==> config.mk <==
export PLATFORM = sky130hd
export DESIGN_NAME = irqx_xlate
export DESIGN_NICKNAME = d
export VERILOG_FILES = /design/src/rtl/irqx_pkg.sv /design/src/rtl/irqx_ctrl.sv /design/src/rtl/irqx_table.sv /design/src/rtl/irqx_pend.sv /design/src/rtl/irqx_xlate.sv
export SDC_FILE = /design/constraint.sdc
export NUM_CORES = 1
export LEC_CHECK = 0
export BUFFER_PORTS_ARGS = -buffer_cell sky130_fd_sc_hd__buf_2
export CAP_MARGIN = 20
export CORE_MARGIN = 3
export CORE_UTILIZATION = 55
export CTS_CLUSTER_DIAMETER = 50
export DETAILED_ROUTE_END_ITERATION = 8
export PLACE_DENSITY = 0.81
export SLEW_MARGIN = 0
export SYNTH_ARGS = -nofsm -noshare
export SYNTH_HDL_FRONTEND = slang
export SYNTH_HIERARCHICAL = 1
export SYNTH_SLANG_ARGS = --single-unit
==> constraint.sdc <==
create_clock -name clk -period 11.88 [get_ports clk]
set_input_delay 1.188 -clock clk [delete_from_list [all_inputs] [get_ports clk]]
set_output_delay 1.188 -clock clk [all_outputs]
set_load 0.01 [all_outputs]
==> src/rtl/irqx_pkg.sv <==
package irqx_pkg;

  // Collision policy applied when a differing vector meets a pending one.
  typedef enum logic [1:0] {
    POL_ABORT  = 2'd0,
    POL_NEWEST = 2'd1,
    POL_FIXED  = 2'd2
  } collide_pol_e;

  // Bit positions inside the control register write data.
  localparam int CTL_POL_LSB = 0;
  localparam int CTL_EN_BIT  = 2;

endpackage

==> src/rtl/irqx_ctrl.sv <==
module irqx_ctrl
  import irqx_pkg::*;
#(
  parameter int ADDR_W    = 4,
  parameter int VEC_W     = 8,
  parameter int CTRL_ADDR = 8
) (
  input  logic              clk,
  input  logic              rst_n,
  input  logic              cfg_we,
  input  logic [ADDR_W-1:0] cfg_addr,
  input  logic [2:0]        ctl_bits,
  input  logic [VEC_W-1:0]  fix_in,
  output collide_pol_e      policy,
  output logic              tbl_en,
  output logic [VEC_W-1:0]  fix_vec
);

  logic         ctl_ld;
  collide_pol_e pol_d;
  collide_pol_e pol_q;
  logic         en_q;
  logic [VEC_W-1:0] fix_q;

  assign ctl_ld = cfg_we && (cfg_addr == ADDR_W'(CTRL_ADDR));

  // Encoding 3 is not a policy of its own and falls back to abort.
  always_comb begin
    case (ctl_bits[CTL_POL_LSB +: 2])
      2'd1:    pol_d = POL_NEWEST;
      2'd2:    pol_d = POL_FIXED;
      default: pol_d = POL_ABORT;
    endcase
  end

  always_ff @(posedge clk or negedge rst_n) begin
    if (!rst_n) begin
      pol_q <= POL_ABORT;
      en_q  <= 1'b0;
      fix_q <= '0;
    end else if (ctl_ld) begin
      pol_q <= pol_d;
      en_q  <= ctl_bits[CTL_EN_BIT];
      fix_q <= fix_in;
    end
  end

  assign policy  = pol_q;
  assign tbl_en  = en_q;
  assign fix_vec = fix_q;

endmodule

==> src/rtl/irqx_table.sv <==
module irqx_table #(
  parameter int ENTRIES = 8,
  parameter int CODE_W  = 8,
  parameter int VEC_W   = 8,
  parameter int ADDR_W  = 4
) (
  input  logic                     clk,
  input  logic                     rst_n,
  input  logic                     cfg_we,
  input  logic [ADDR_W-1:0]        cfg_addr,
  input  logic [CODE_W+VEC_W-1:0]  cfg_wdata,
  input  logic [CODE_W-1:0]        req_code,
  output logic                     hit,
  output logic [VEC_W-1:0]         hit_vec
);

  localparam int DATA_W = CODE_W + VEC_W;

  logic [CODE_W-1:0] code_q [ENTRIES];
  logic [VEC_W-1:0]  vec_q  [ENTRIES];
  logic [ENTRIES-1:0] ent_we;
  logic [ENTRIES-1:0] live;
  logic [ENTRIES-1:0] match;

  // One write enable per entry, decoded from the address.
  for (genvar gi = 0; gi < ENTRIES; gi++) begin : g_we
    assign ent_we[gi] = cfg_we && (cfg_addr == ADDR_W'(gi));
  end

  always_ff @(posedge clk or negedge rst_n) begin
    if (!rst_n) begin
      for (int k = 0; k < ENTRIES; k++) begin
        code_q[k] <= '0;
        vec_q[k]  <= '0;
      end
    end else begin
      for (int k = 0; k < ENTRIES; k++) begin
        if (ent_we[k]) begin
          code_q[k] <= cfg_wdata[DATA_W-1 -: CODE_W];
          vec_q[k]  <= cfg_wdata[VEC_W-1:0];
        end
      end
    end
  end

  // An entry is searched only if no zero code precedes it.
  always_comb begin
    live[0]  = (code_q[0] != '0);
    match[0] = live[0] && (code_q[0] == req_code);
    for (int k = 1; k < ENTRIES; k++) begin
      live[k]  = live[k-1] && (code_q[k] != '0);
      match[k] = live[k] && (code_q[k] == req_code);
    end
  end

  // The lowest index wins: scan downward so it is assigned last.
  always_comb begin
    hit     = 1'b0;
    hit_vec = '0;
    for (int k = ENTRIES - 1; k >= 0; k--) begin
      if (match[k]) begin
        hit     = 1'b1;
        hit_vec = vec_q[k];
      end
    end
  end

endmodule

==> src/rtl/irqx_pend.sv <==
module irqx_pend
  import irqx_pkg::*;
#(
  parameter int CODE_W = 8,
  parameter int VEC_W  = 8
) (
  input  logic              clk,
  input  logic              rst_n,
  input  logic [CODE_W-1:0] req_code,
  input  logic              tbl_en,
  input  collide_pol_e      policy,
  input  logic [VEC_W-1:0]  fix_vec,
  input  logic              hit,
  input  logic [VEC_W-1:0]  hit_vec,
  input  logic              irq_ack,
  output logic              irq_valid,
  output logic [VEC_W-1:0]  irq_vector,
  output logic              err
);

  logic [VEC_W-1:0] pend_q;
  logic [VEC_W-1:0] pend_d;
  logic             err_q;
  logic             err_d;
  logic             accept;
  logic             is_req;
  logic             miss;
  logic [VEC_W-1:0] base;
  logic [VEC_W-1:0] cand;
  logic             pend_ld;
  logic             err_ld;

  assign accept = (pend_q != '0) && irq_ack;
  assign base   = accept ? '0 : pend_q;
  assign is_req = (req_code != '0);
  assign miss   = is_req && tbl_en && !hit;
  assign cand   = tbl_en ? hit_vec : VEC_W'(req_code);

  always_comb begin
    pend_d = base;
    err_d  = err_q;
    if (!err_q && is_req) begin
      if (miss) begin
        err_d = 1'b1;
      end else if (cand == '0) begin
        pend_d = base;
      end else if ((base == '0) || (cand == base)) begin
        pend_d = cand;
      end else begin
        case (policy)
          POL_NEWEST: pend_d = cand;
          POL_FIXED:  pend_d = fix_vec;
          default:    err_d  = 1'b1;
        endcase
      end
    end
  end

  assign pend_ld = (pend_d != pend_q);
  assign err_ld  = (err_d != err_q);

  always_ff @(posedge clk or negedge rst_n) begin
    if (!rst_n) begin
      pend_q <= '0;
    end else if (pend_ld) begin
      pend_q <= pend_d;
    end
  end

  always_ff @(posedge clk or negedge rst_n) begin
    if (!rst_n) begin
      err_q <= 1'b0;
    end else if (err_ld) begin
      err_q <= err_d;
    end
  end

  assign irq_valid  = (pend_q != '0);
  assign irq_vector = pend_q;
  assign err        = err_q;


  zero_code_hold_chk: assert property (@(posedge clk) disable iff (!rst_n)
    (req_code == '0 && !(irq_valid && irq_ack)) |=> $stable(pend_q));


  err_sticky_chk: assert property (@(posedge clk) disable iff (!rst_n)
    err_q |=> err_q);


  err_freeze_chk: assert property (@(posedge clk) disable iff (!rst_n)
    (err_q && !(irq_valid && irq_ack)) |=> $stable(pend_q));


  miss_err_chk: assert property (@(posedge clk) disable iff (!rst_n)
    (req_code != '0 && tbl_en && !hit) |=> err_q);


  ack_clear_chk: assert property (@(posedge clk) disable iff (!rst_n)
    (irq_valid && irq_ack && req_code == '0) |=> !irq_valid);


  same_absorb_chk: assert property (@(posedge clk) disable iff (!rst_n)
    (irq_valid && !irq_ack && req_code != '0 && !tbl_en &&
     VEC_W'(req_code) == pend_q) |=> $stable(pend_q));

endmodule

==> src/rtl/irqx_xlate.sv <==
module irqx_xlate
  import irqx_pkg::*;
#(
  parameter  int ENTRIES = 8,
  parameter  int CODE_W  = 8,
  parameter  int VEC_W   = 8,
  localparam int ADDR_W  = $clog2(ENTRIES) + 1,
  localparam int DATA_W  = CODE_W + VEC_W
) (
  input  logic              clk,
  input  logic              rst_n,
  input  logic              cfg_we,
  input  logic [ADDR_W-1:0] cfg_addr,
  input  logic [DATA_W-1:0] cfg_wdata,
  input  logic [CODE_W-1:0] req_code,
  output logic              irq_valid,
  output logic [VEC_W-1:0]  irq_vector,
  input  logic              irq_ack,
  output logic              err
);

  collide_pol_e     policy;
  logic             tbl_en;
  logic [VEC_W-1:0] fix_vec;
  logic             hit;
  logic [VEC_W-1:0] hit_vec;

  irqx_ctrl #(
    .ADDR_W    (ADDR_W),
    .VEC_W     (VEC_W),
    .CTRL_ADDR (ENTRIES)
  ) u_ctrl (
    .clk      (clk),
    .rst_n    (rst_n),
    .cfg_we   (cfg_we),
    .cfg_addr (cfg_addr),
    .ctl_bits (cfg_wdata[2:0]),
    .fix_in   (cfg_wdata[DATA_W-1 -: VEC_W]),
    .policy   (policy),
    .tbl_en   (tbl_en),
    .fix_vec  (fix_vec)
  );

  irqx_table #(
    .ENTRIES (ENTRIES),
    .CODE_W  (CODE_W),
    .VEC_W   (VEC_W),
    .ADDR_W  (ADDR_W)
  ) u_table (
    .clk       (clk),
    .rst_n     (rst_n),
    .cfg_we    (cfg_we),
    .cfg_addr  (cfg_addr),
    .cfg_wdata (cfg_wdata),
    .req_code  (req_code),
    .hit       (hit),
    .hit_vec   (hit_vec)
  );

  irqx_pend #(
    .CODE_W (CODE_W),
    .VEC_W  (VEC_W)
  ) u_pend (
    .clk        (clk),
    .rst_n      (rst_n),
    .req_code   (req_code),
    .tbl_en     (tbl_en),
    .policy     (policy),
    .fix_vec    (fix_vec),
    .hit        (hit),
    .hit_vec    (hit_vec),
    .irq_ack    (irq_ack),
    .irq_valid  (irq_valid),
    .irq_vector (irq_vector),
    .err        (err)
  );

endmodule

==> results by group <==
Power and ir drop
  • Tot Pwr: 1.56 mW
  • Leak pwr: 3.79 nW
  • Ratio of total power to cell area: 177 mW/mm^2
  • Worst ir drop on vdd: 0.000108 V

Setup path
  • WS Path Type: in2reg
  • Delay-heaviest family, CP: simple AND/OR/NAND/NOR gates
  • Worst path cell trace: buf_2, xor2_1, nor4_1, nand2_1, nor4_1, or3_1, nor2_1, o31a_1, mux2i_1, o2bb2ai_1, or4_4, o41ai_4, o21ai_4, a221o_1
  • Peak per-stage delay on the critical path: 0.72 ns
  • Category of the worst setup path capture point: register
  • Crit path DAT: 5.80 ns
  • CP startpoint kind: input pin
  • Top fanout value on the critical path: 11
  • Critical path's most frequent cell: sky130_fd_sc_hd__nor4_1
  • Crit path buf inv count: 1
  • CP Data Required Time: 12.18 ns
  • Cell with the largest stage delay on the worst path: sky130_fd_sc_hd__nor4_1

Global route
  • Global-route wire length before repair: 32900 um
  • Global-route usage over all layers: 0.267
  • GRT Residual Overflow: 0
  • Vias in the first global route: 5999
  • Maximum number of pins on one net before global-route repair: 103
  • Antenna violations before repair: 0

Yosys
  • Post-synth ARST share: 1.00
  • Syn nets: 694
  • Main combinational cell family by area after synthesis: multiplexers
  • Mux share of post-synthesis cell area: 0.209
  • Fraction of the mapped netlist area in adder cells: 0.00318
  • Summed instance area of the synthesized netlist: 0.00788 mm^2
  • Synthesized instance count: 660
  • Number of library cell types mapped by synthesis: 69
  • Synth Register Bits: 148
  • Dominant register cell in the synthesized netlist: sky130_fd_sc_hd__dfrtp_1
  • Post-synthesis simple-gate area fraction: 0.122
  • Synthesized area divided by synthesized cell count: 11.9 um^2
  • Post-synthesis compound-gate area fraction: 0.0915
  • Post-synthesis xor/xnor area fraction: 0.0710
  • Number of warnings issued by yosys: 6
  • Sequential cell area fraction in the yosys report: 0.470
  • Number of enable-type register cells in the synthesized netlist: 0

Final layout
  • Antenna cells: 0
  • Proportion of layout cells with a drive suffix above 1: 0.329
  • Area of the multi-input gates: 0.00392 mm^2
  • Filler cell count: 1045
  • Total number of nets in the final design: 732
  • Top library cells by usage in the layout, fill and taps aside: 148 x sky130_fd_sc_hd__dfrtp_1, 126 x sky130_fd_sc_hd__mux2_2, 44 x sky130_fd_sc_hd__xor2_1, 41 x sky130_fd_sc_hd__nand2_1, 40 x sky130_fd_sc_hd__buf_2
  • Relative area change from synthesis to final layout: 11.9%
  • Sequential cell area: 0.00370 mm^2
  • Most common library cell in the layout ignoring fill and taps: sky130_fd_sc_hd__dfrtp_1

STA
  • Total negative setup slack: 0 ns
  • Clock skew after layout: 0.00628 ns
  • Maximum clock frequency: 0.182 GHz
  • Number of hold violations in the final report: 0
  • Share of the clock period used by the worst path after layout: 0.463
  • Final critical delay including setup and external delays: 5.50 ns
  • Worst relative slew slack: 0.319
  • Count of final setup violators: 0
  • Setup repair after global routing missed its margin: no
  • Max-slew violation count: 0
  • Measured slew at the worst slew-check pin: 1.02 ns

Placed design
  • Buffers added on ports: 41
  • RePlAce Congestion: 0.887
  • DP HPWL: 14600 um

Clock network
  • CTS hold repair buffers: 0
  • Clock root buffer master: sky130_fd_sc_hd__clkbuf_16
  • CTS tree: built
  • Worst-path clk slew: 0.06 ns
  • Resized cells post-CTS: 0
  • Clock latency on the worst-skew pair: 0.42 ns
  • Number of buffers inserted during clock tree synthesis: 17
  • Number of H-tree levels: 4
  • CTS Buffer Depth: 2
  • Setup Fix Bufs, Post-CTS: 0
  • Clk sink count: 148

Route
  • Detailed-router iteration count before antenna repair: 5
  • Wirelength, routed: 20700 um
  • Total number of vias: 5806
  • Via-per-instance ratio: 6.52
  • Iteration-0 DRC Markers: 499
  • Antenna-violating nets left: 0
  • DRC violations left: 0
  • Routed wirelength normalized by instance count: 23.2 um

Worst hold path
  • Type of the tightest min-delay check: reg2reg

Run
  • Number of max-cap violations: 0

Floorplanning
  • Core ar.: 0.0139 mm^2
  • Top-Level Pins: 42
  • Vert. Die Dim: 126 um
  • Die ar.: 0.0158 mm^2
  • X dimension of the die: 126 um
  • Initial Util: 0.566
  • Num rows: 43

Status
  • Status: finished clean
-- state kept, by name, summed over array words and instances (netlist names) --
name / flops
u_ctrl/tbl_en: 1
u_table/code_q: 64
u_pend/err: 1
u_ctrl/policy: 2
u_ctrl/fix_vec: 8
u_table/vec_q: 64
u_pend/irq_vector: 8
-- per-layer routing --
| layer | vias to the layer above | wire length [um] | track usage |
|---|---|---|---|
| li1 | 2522 | - | - |
| met1 | 2985 | 8900 | 0.359 |
| met2 | 256 | 10000 | 0.439 |
| met3 | 43 | 1160 | 0.0496 |
| met4 | 0 | 582 | 0.0950 |
| met5 | - | 0 | 0 |
-- worst paths after layout --
path	cells past startpoint	slack (ns)	start	endpoint
max	14	6.38	req_code[2]	u_pend/irq_vector[7]$_DFFE_PN0P_
min	1	0.51	u_ctrl/fix_vec[3]$_DFFE_PN0P_	u_ctrl/fix_vec[3]$_DFFE_PN0P_
max reg2reg	13	7.05	u_table/code_q[22]$_DFFE_PN0P_	u_pend/irq_vector[7]$_DFFE_PN0P_
min reg2reg	1	0.51	u_ctrl/fix_vec[3]$_DFFE_PN0P_	u_ctrl/fix_vec[3]$_DFFE_PN0P_
max in group asynchronous	2	9.84	rst_n	u_table/vec_q[59]$_DFFE_PN0P_
min in group asynchronous	1	0.88	rst_n	u_table/code_q[11]$_DFFE_PN0P_
-- cells in the mapped netlist, drive strengths merged (9+ instances only) --
cell | instances | share of area
nand3 | 11 | 0.0086
nand2 | 41 | 0.020
mux2 | 137 | 0.20
clkbuf | 15 | 0.0084
buf | 13 | 0.014
nor3b | 9 | 0.0086
o21ai | 19 | 0.013
o22ai | 9 | 0.0071
xor2 | 45 | 0.051
nor2 | 20 | 0.010
nor3 | 10 | 0.0070
xnor2 | 18 | 0.020
inv | 22 | 0.010
nor4 | 33 | 0.030
dfrtp | 148 | 0.47
-- logic make-up (layout without fill, tap and decap cells) --
family | after synthesis | after routing
buf+inv | 50 | 101
flops | 148 | 148
simple gates | 161 | 161
compound gates | 92 | 92
xor+xnor | 63 | 63
mux | 144 | 144
fa+ha+maj | 2 | 2
-- metrics by stage --
| step | cells | utilization | hold slack (ns) | area, um^2 | worst slack (ns) |
|---|---|---|---|---|---|
| after floorplan | 660 | - | 0.458 | 7880 | 6.81 |
| after global placement | 858 | 0.587 | 0.473 | 8180 | 6.32 |
| after detailed placement | 858 | 0.587 | 0.484 | 8180 | 6.08 |
| after CTS | 890 | 0.632 | 0.497 | 8800 | 6.50 |
| after global routing | 891 | 0.633 | 0.521 | 8820 | 6.19 |
| final | 891 | 0.633 | 0.506 | 8820 | 6.38 |
-- worst register-to-register path: cells and delay by family, from the launching register on --
kind,cells,cell delay [ns]
simple gates,6,2.18
compound gates,5,1.63
xor+xnor,1,0.16
mux,1,0.33
flops,1,0.40
-- report_power, final --
group	total, mW	switching (mW)	internal (mW)	leakage, nW
Clock	0.562	0.217	0.345	0.307
Combinational	0.281	0.132	0.149	1.66
Sequential	0.714	0.0998	0.614	1.82
Total	1.56	0.448	1.11	3.79
-- final cells by class --
type                            instances  area share
Clock inverter                         13      0.0190
Sequential cell                       148       0.420
Inverter                               22     0.00937
Tap cell                              180      0.0255
Clock buffer                           19      0.0514
Timing Repair Buffer                   47      0.0295
Multi-Input combinational cell        462       0.445
Power figures use the tool's default switching activity.
